**config.mk**
```make
export PLATFORM = sky130hd
export DESIGN_NAME = tblk_gen
export DESIGN_NICKNAME = d
export VERILOG_FILES = /design/src/rtl/tblk_pkg.sv /design/src/rtl/tblk_regs.sv /design/src/rtl/tblk_seq.sv /design/src/rtl/tblk_tagpipe.sv /design/src/rtl/tblk_gen.sv
export SDC_FILE = /design/constraint.sdc
export NUM_CORES = 1
export LEC_CHECK = 0
export CAP_MARGIN = 30
export CORE_ASPECT_RATIO = 0.6
export CORE_MARGIN = 4
export CORE_UTILIZATION = 48
export DETAILED_ROUTE_END_ITERATION = 12
export HOLD_SLACK_MARGIN = 0.1
export PLACE_DENSITY = 0.69
export SLEW_MARGIN = 15
export SYNTH_ARGS = -nofsm -noshare
export SYNTH_HDL_FRONTEND = slang
export SYNTH_SLANG_ARGS = --single-unit
```
**constraint.sdc**
```tcl
create_clock -name clk -period 4 [get_ports clk]
set_input_delay 0.8 -clock clk [delete_from_list [all_inputs] [get_ports clk]]
set_output_delay 0.8 -clock clk [all_outputs]
set_load 0.02 [all_outputs]
```
**src/rtl/tblk_pkg.sv**
```systemverilog
package tblk_pkg;
  localparam int CNT_W = 16;
  localparam int BSN_W = 64;
  localparam int REG_W = 32;
  localparam int RA_W  = 3;

  typedef enum logic [1:0] {ST_IDLE, ST_ARMED, ST_PKT, ST_GAP} seq_st_t;

  typedef struct packed {
    logic             en;
    logic             arm;
    logic [CNT_W-1:0] len;
    logic [CNT_W-1:0] bps;
    logic [CNT_W-1:0] gap;
    logic [BSN_W-1:0] bsn0;
  } gen_cfg_t;

  typedef struct packed {
    logic             sop;
    logic             eop;
    logic             sync;
    logic [BSN_W-1:0] bsn;
  } word_tag_t;
endpackage

```
**src/rtl/tblk_regs.sv**
```systemverilog
module tblk_regs
  import tblk_pkg::*;
#(
  parameter int AW = 5
) (
  input  logic             clk,
  input  logic             rst_n,
  input  logic             wr,
  input  logic [RA_W-1:0]  addr,
  input  logic [REG_W-1:0] wdata,
  output logic [REG_W-1:0] rdata,
  output gen_cfg_t         cfg,
  output logic [AW-1:0]    win_lo,
  output logic [AW-1:0]    win_hi
);
  localparam int NREG = 1 << RA_W;

  logic [NREG-1:0]  wsel;
  logic [1:0]       ctrl_q;
  logic [CNT_W-1:0] len_q, bps_q, gap_q;
  logic [AW-1:0]    lo_q, hi_q;
  logic [REG_W-1:0] bl_q, bh_q;

  always_comb begin
    wsel = '0;
    if (wr) wsel[addr] = 1'b1;
  end

  always_ff @(posedge clk or negedge rst_n) begin
    if (!rst_n) begin
      ctrl_q <= '0;
      len_q  <= '0;
      bps_q  <= '0;
      gap_q  <= '0;
      lo_q   <= '0;
      hi_q   <= '0;
      bl_q   <= '0;
      bh_q   <= '0;
    end else begin
      if (wsel[0]) ctrl_q <= wdata[1:0];
      if (wsel[1]) len_q  <= wdata[CNT_W-1:0];
      if (wsel[2]) bps_q  <= wdata[CNT_W-1:0];
      if (wsel[3]) gap_q  <= wdata[CNT_W-1:0];
      if (wsel[4]) lo_q   <= wdata[AW-1:0];
      if (wsel[5]) hi_q   <= wdata[AW-1:0];
      if (wsel[6]) bl_q   <= wdata;
      if (wsel[7]) bh_q   <= wdata;
    end
  end

  always_comb begin
    case (addr)
      3'd0:    rdata = REG_W'(ctrl_q);
      3'd1:    rdata = REG_W'(len_q);
      3'd2:    rdata = REG_W'(bps_q);
      3'd3:    rdata = REG_W'(gap_q);
      3'd4:    rdata = REG_W'(lo_q);
      3'd5:    rdata = REG_W'(hi_q);
      3'd6:    rdata = bl_q;
      default: rdata = bh_q;
    endcase
  end

  assign cfg.en   = ctrl_q[0];
  assign cfg.arm  = ctrl_q[1];
  assign cfg.len  = len_q;
  assign cfg.bps  = bps_q;
  assign cfg.gap  = gap_q;
  assign cfg.bsn0 = {bh_q, bl_q};
  assign win_lo   = lo_q;
  assign win_hi   = hi_q;

  // a write lands in the addressed register on the next edge
  p_wr_lands_r2: assert property (@(posedge clk) disable iff (!rst_n)
    (wr && addr == 3'd1) |=> (len_q == $past(wdata[CNT_W-1:0])));
endmodule

```
**src/rtl/tblk_seq.sv**
```systemverilog
module tblk_seq
  import tblk_pkg::*;
#(
  parameter int AW = 5
) (
  input  logic          clk,
  input  logic          rst_n,
  input  gen_cfg_t      cfg,
  input  logic [AW-1:0] win_lo,
  input  logic [AW-1:0] win_hi,
  input  logic          sync_in,
  input  logic          out_ready,
  output logic [AW-1:0] buf_addr,
  output logic          buf_rd,
  output word_tag_t     tag
);
  seq_st_t          st_q, st_d;
  logic [CNT_W-1:0] samp_q, samp_d, gapc_q, gapc_d, blk_q, blk_d;
  logic [CNT_W-1:0] len_q, len_d, gap_q, gap_d, bps_q, bps_d;
  logic [AW-1:0]    lo_q, lo_d, hi_q, hi_d, addr_q, addr_d, addr_nxt;
  logic [BSN_W-1:0] bsn_q, bsn_d;
  logic             emit_q, emit_d;
  logic             first_w, last_w, emit_w, fresh_w, cont_w;

  assign first_w  = (samp_q == '0);
  assign last_w   = ({1'b0, samp_q} + 1'b1) >= {1'b0, len_q};
  assign emit_w   = first_w ? out_ready : emit_q;
  assign buf_rd   = (st_q == ST_PKT) && emit_w;
  assign buf_addr = addr_q;
  assign addr_nxt = (addr_q >= hi_q) ? lo_q : addr_q + 1'b1;

  always_comb begin
    st_d    = st_q;
    samp_d  = samp_q;
    gapc_d  = gapc_q;
    blk_d   = blk_q;
    len_d   = len_q;
    gap_d   = gap_q;
    bps_d   = bps_q;
    lo_d    = lo_q;
    hi_d    = hi_q;
    addr_d  = addr_q;
    bsn_d   = bsn_q;
    emit_d  = emit_q;
    fresh_w = 1'b0;
    cont_w  = 1'b0;
    case (st_q)
      ST_IDLE: begin
        if (cfg.en) begin
          if (cfg.arm) st_d = ST_ARMED;
          else         fresh_w = 1'b1;
        end
      end
      ST_ARMED: begin
        if (!cfg.en)      st_d = ST_IDLE;
        else if (sync_in) fresh_w = 1'b1;
      end
      ST_PKT: begin
        if (first_w) emit_d = out_ready;
        if (buf_rd)  addr_d = addr_nxt;
        samp_d = samp_q + 1'b1;
        if (last_w) begin
          samp_d = '0;
          bsn_d  = bsn_q + 1'b1;
          blk_d  = (({1'b0, blk_q} + 1'b1) >= {1'b0, bps_q}) ? '0 : blk_q + 1'b1;
          if (gap_q == '0) begin
            if (cfg.en) cont_w = 1'b1;
            else        st_d = ST_IDLE;
          end else begin
            st_d   = ST_GAP;
            gapc_d = CNT_W'(1);
          end
        end
      end
      default: begin
        if (!cfg.en)               st_d = ST_IDLE;
        else if (gapc_q >= gap_q)  cont_w = 1'b1;
        else                       gapc_d = gapc_q + 1'b1;
      end
    endcase
    if (fresh_w || cont_w) begin
      st_d   = ST_PKT;
      samp_d = '0;
      len_d  = cfg.len;
      gap_d  = cfg.gap;
      bps_d  = cfg.bps;
      lo_d   = win_lo;
      hi_d   = win_hi;
    end
    if (fresh_w) begin
      bsn_d  = cfg.bsn0;
      blk_d  = '0;
      addr_d = win_lo;
    end
  end

  always_ff @(posedge clk or negedge rst_n) begin
    if (!rst_n) begin
      st_q   <= ST_IDLE;
      samp_q <= '0;
      gapc_q <= '0;
      blk_q  <= '0;
      len_q  <= '0;
      gap_q  <= '0;
      bps_q  <= '0;
      lo_q   <= '0;
      hi_q   <= '0;
      addr_q <= '0;
      bsn_q  <= '0;
      emit_q <= 1'b0;
    end else begin
      st_q   <= st_d;
      samp_q <= samp_d;
      gapc_q <= gapc_d;
      blk_q  <= blk_d;
      len_q  <= len_d;
      gap_q  <= gap_d;
      bps_q  <= bps_d;
      lo_q   <= lo_d;
      hi_q   <= hi_d;
      addr_q <= addr_d;
      bsn_q  <= bsn_d;
      emit_q <= emit_d;
    end
  end

  assign tag.sop  = first_w;
  assign tag.eop  = last_w;
  assign tag.sync = (blk_q == '0);
  assign tag.bsn  = bsn_q;

  // an armed generator issues no read until sync arrives
  p_armed_hold_r3: assert property (@(posedge clk) disable iff (!rst_n)
    (st_q == ST_ARMED && !sync_in) |=> !buf_rd);

  // a packet in flight is never cut short
  p_no_trunc_r11: assert property (@(posedge clk) disable iff (!rst_n)
    (st_q == ST_PKT && !last_w) |=> (st_q == ST_PKT));

  // sequence number steps by one at each packet end
  p_bsn_step_r6: assert property (@(posedge clk) disable iff (!rst_n)
    (st_q == ST_PKT && last_w) |=> (bsn_q == $past(bsn_q) + BSN_W'(1)));
endmodule

```
**src/rtl/tblk_tagpipe.sv**
```systemverilog
module tblk_tagpipe
  import tblk_pkg::*;
(
  input  logic             clk,
  input  logic             rst_n,
  input  logic             buf_rd,
  input  word_tag_t        tag_in,
  input  logic             buf_rdval,
  output logic             out_valid,
  output logic             out_sop,
  output logic             out_eop,
  output logic             out_sync,
  output logic [BSN_W-1:0] out_bsn
);
  logic      pend_q;
  word_tag_t tag_q;

  always_ff @(posedge clk or negedge rst_n) begin
    if (!rst_n) begin
      pend_q <= 1'b0;
      tag_q  <= '0;
    end else begin
      pend_q <= buf_rd;
      if (buf_rd) tag_q <= tag_in;
    end
  end

  assign out_valid = buf_rdval & pend_q;
  assign out_sop   = out_valid & tag_q.sop;
  assign out_eop   = out_valid & tag_q.eop;
  assign out_sync  = out_valid & tag_q.sync;
  assign out_bsn   = tag_q.bsn;

  // the buffer answers exactly one cycle after a read
  p_rdval_after_rd_r10: assert property (@(posedge clk) disable iff (!rst_n)
    buf_rdval |-> $past(buf_rd));
endmodule

```
**src/rtl/tblk_gen.sv**
```systemverilog
module tblk_gen
  import tblk_pkg::*;
#(
  parameter int DW = 16,
  parameter int AW = 5
) (
  input  logic             clk,
  input  logic             rst_n,
  input  logic             reg_wr,
  input  logic [RA_W-1:0]  reg_addr,
  input  logic [REG_W-1:0] reg_wdata,
  output logic [REG_W-1:0] reg_rdata,
  input  logic             sync_in,
  output logic [AW-1:0]    buf_addr,
  output logic             buf_rd,
  input  logic [DW-1:0]    buf_rdata,
  input  logic             buf_rdval,
  input  logic             out_ready,
  output logic             out_valid,
  output logic             out_sop,
  output logic             out_eop,
  output logic             out_sync,
  output logic [BSN_W-1:0] out_bsn,
  output logic [DW-1:0]    out_data
);
  gen_cfg_t  cfg;
  word_tag_t tag;
  logic [AW-1:0] win_lo, win_hi;

  tblk_regs #(.AW(AW)) regs_i (
    .clk(clk), .rst_n(rst_n), .wr(reg_wr), .addr(reg_addr),
    .wdata(reg_wdata), .rdata(reg_rdata), .cfg(cfg),
    .win_lo(win_lo), .win_hi(win_hi)
  );

  tblk_seq #(.AW(AW)) seq_i (
    .clk(clk), .rst_n(rst_n), .cfg(cfg), .win_lo(win_lo), .win_hi(win_hi),
    .sync_in(sync_in), .out_ready(out_ready),
    .buf_addr(buf_addr), .buf_rd(buf_rd), .tag(tag)
  );

  tblk_tagpipe pipe_i (
    .clk(clk), .rst_n(rst_n), .buf_rd(buf_rd), .tag_in(tag),
    .buf_rdval(buf_rdval), .out_valid(out_valid), .out_sop(out_sop),
    .out_eop(out_eop), .out_sync(out_sync), .out_bsn(out_bsn)
  );

  assign out_data = buf_rdata;

  // a packet only begins if ready was high in its first slot
  p_sop_ready_r9: assert property (@(posedge clk) disable iff (!rst_n)
    (out_valid && out_sop) |-> $past(out_ready));
endmodule

```
==> reports/results.ini, run 1 <==
[logic_synthesis]
syn-mean-instance-area_um2 = 10.2
synth-xor-area-share_pct = 2.30
synthesis.nets = 2027
synthSimpleGateAreaFrac_pct = 15.6
synthFlopType = dfrtp_1
ys_seq_elements = 370
async_reset_ff_share_pct = 100
synthCells = 1910
syn_area_um2 = 19400
synth_cell_type_count = 67
seq_area_frac_synth_pct = 47.6
synth_fa_ha_area_share_pct = 3.86
synth_top_family_by_area = simple AND/OR/NAND/NOR gates
synthMuxAreaShare_pct = 13.3
synth_compound_area_share_pct = 10.6
ys.warnings.count = 0
synth_edf_count = 0

[cells_and_area]
drive_above_1_share_pct = 17.6
area_delta_synth_final_pct = 16.0
mostFrequentLayoutCells = 369 x dfrtp_1, 310 x nand2_1, 187 x mux2_2, 141 x clkdlybuf4s50_1, 106 x o21ai_0
insertedDiodeCount = 0
fin_nets = 2093
register_area_um2 = 9260
layout_commonest_cell = dfrtp_1
final_cells = 2523
fillers = 3349
multi_input_area_um2 = 8970
final_util_pct = 57.1

[worst_setup_path]
worst_ep_arrival_time_ps = 4350
crit_start = seq_i.samp_q[1]
critPathLaunchType = flop
cp_top_family = simple AND/OR/NAND/NOR gates
cp_max_fo = 32
endpoint = seq_i.bsn_q[58]
end_kind = flop
reg2reg_to = seq_i.bsn_q[58]
critPathKind = reg -> reg
cpPeakStageDelay_ps = 410
cp_num_buf_inv = 3
r2r_start = seq_i.samp_q[1]
rrSetupSlack_ps = 70
rr_worst_depth = 15
worstPathRequired_ps = 4420
slowest_stage = dfrtp_1
cp_num_cells = 15
crit_chain = ha_2 > nand4_1 > or2_2 > xnor2_1 > ha_1 > nand4_1 > buf_4 > nor4_4 > o311a_1 > a211o_1 > buf_12 > nor2_2 > buf_12 > a21o_2 > a221o_1

[pwr]
p_leak_nw = 10.3
pwr_density_cell_nw_per_um2 = 658
peakVddDrop_v = 0.000227

[clock_network]
cts_tree = built
path_clk_slew_ps = 60
htreeDepth = 2
cts_buffer_depth = 3
cts_sinks = 370
cts-buffers-inserted = 37
cts-root-buf = clkbuf_16
insertion_delay_ps = 540

[detailed_routing]
drt_iter0_markers = 1712
drc = 0
drt_wl_total_um = 56500
via_count = 15245
wl_per_cell_um = 22.4
drtAntennaViolNets = 0
firstDrtPassIters = 7
viasPerCell = 6.04

[run]
maxCapViolations = 0

[place]
hpwl_um = 40900
dp_cells = 2447
port_buffers = 146
pre_cts_ws_ps = -1.63
place.gp.congestion = 0.985

[sta]
finalCriticalPeriod_ps = 3930
fin_skew_ps = 22.8
clock.fmax_mhz = 255
slew_violations = 0
rsz0062_at_grt = true
slew-limit-headroom_pct = 35.7
worst_pin_slew_ps = 964
finalHoldViolCount = 0
fin_ws_ps = 71.5
tns_ps = 0
final-setup-viol-count = 0
period_share_pct = 98.2

[status]
status = finished, final reports clean

[floorplan]
dieArea_um2 = 43900
start_util_pct = 49.2
die-height_um = 164
core-area_um2 = 39500
num_rows = 56
pin_count = 179
die_width_um = 268

[global_routing]
grt_antenna_before_repair = 2
grt.overflow.total = 0
grt_max_degree = 110
grt_pass1_wl_um = 85400
grt.total_usage_pct = 25.0
grt_pass1_vias = 14310

[hold_path]
hp-class = in -> async

==> where the power goes <==
group	internal (mW)	switching [mW]	leakage, nW
clock	2.20	1.50	0.626
sequential	4.89	1.20	4.74
combinational	2.22	2.84	4.89
==> layout make-up <==
| type | count | area share [%] |
|---|---|---|
| Timing Repair Buffer | 206 | 9.31 |
| Clock buffer | 50 | 4.72 |
| Clock inverter | 14 | 0.937 |
| Multi-Input combinational cell | 1281 | 39.8 |
| Sequential cell | 370 | 41.0 |
| Tap cell | 522 | 2.89 |
| Inverter | 80 | 1.33 |
==> timing repair <==
action	4_1_cts	5_1_grt
gates cloned	0	3
hold buffers	0	0
buffers inserted	1	7
pin swaps	1	10
endpoints found under the setup margin	1	142
resized for setup	0	27
==> cells in the mapped netlist (9+ instances only) <==
cell type / instances / area [um2]
buf_4: 81 / 608
or3_1: 13 / 81.3
nand3_1: 51 / 255
a31oi_1: 14 / 87.6
nor2_1: 58 / 218
a221o_1: 12 / 120
nor2b_1: 13 / 81.3
nor4_1: 18 / 113
buf_1: 13 / 48.8
buf_2: 24 / 120
nand2_1: 311 / 1170
mux2_2: 187 / 2110
a21o_1: 14 / 105
ha_1: 60 / 751
xor2_1: 25 / 219
or4_1: 9 / 67.6
dfrtp_1: 370 / 9260
inv_1: 80 / 300
o211ai_1: 14 / 105
a22oi_1: 11 / 82.6
a21oi_1: 64 / 320
and2_1: 11 / 68.8
clkbuf_1: 59 / 221
nand4_1: 42 / 263
mux2i_1: 45 / 450
xnor2_1: 26 / 228
nor3_1: 22 / 110
and3_1: 24 / 150
o21ai_0: 106 / 531
a22o_1: 10 / 87.6
==> flip-flops by register name, indices dropped and copies added, names as in the netlist, 32 cells and up <==
signal	count
regs_i.bl_q	32
regs_i.bh_q	32
pipe_i.out_bsn	64
seq_i.bsn_q	64
==> metal layers <==
metal,vias up,share of wire [%],track usage (%)
li1,6824,-,-
met1,7698,47,39.3
met2,648,42,34.6
met3,73,9.7,6.74
met4,2,1.7,5.06
met5,-,0.014,0
==> worst reg2reg max path, stage by stage, from the launching register on <==
cell and delay [ps]:
dfrtp_1 410, ha_2 260, nand4_1 190, or2_2 380
xnor2_1 150, ha_1 330, nand4_1 180, buf_4 200
nor4_4 280, o311a_1 290, a211o_1 200, buf_12 190
nor2_2 80, buf_12 210, a21o_2 200, a221o_1 280
==> metrics by stage <==
step	hold slack (ps)	power, mW	instance area (um2)
floorplan	439	9.18	19400
global placement	462	10.8	21000
CTS	344	14.7	22300
detailed placement	463	11.0	21000
global route	359	15.7	22600
finish	254	14.8	22600
==> how the worst min path moves through the flow <==
| stage | start | to | slack, ps |
|---|---|---|---|
| after floorplan | pipe_i.tag_q[65] | pipe_i.tag_q[65] | 440 |
| after global placement | pipe_i.out_bsn[0] | pipe_i.out_bsn[0] | 460 |
| after detailed placement | pipe_i.out_bsn[28] | pipe_i.out_bsn[28] | 460 |
| after CTS | rst_n | seq_i.gapc_q[9] | 340 |
| after global routing | rst_n | seq_i.gapc_q[9] | 360 |
| final | rst_n | seq_i.gapc_q[9] | 250 |
==> logic make-up after synthesis <==
| group | after synthesis |
|---|---|
| simple gates | 621 |
| flops | 370 |
| compound gates | 316 |
| buf+inv | 259 |
| mux | 233 |
| fa+ha+maj | 60 |
| xor+xnor | 51 |
Note: power is estimated with default switching activity, not from simulation.
==> inputs of run 2 (changes only) <==
- GPL_TIMING_DRIVEN: unset -> 1
==> results of run 2 <==
Same layout as run 1: the final DEF is identical, and so are final timing and power.
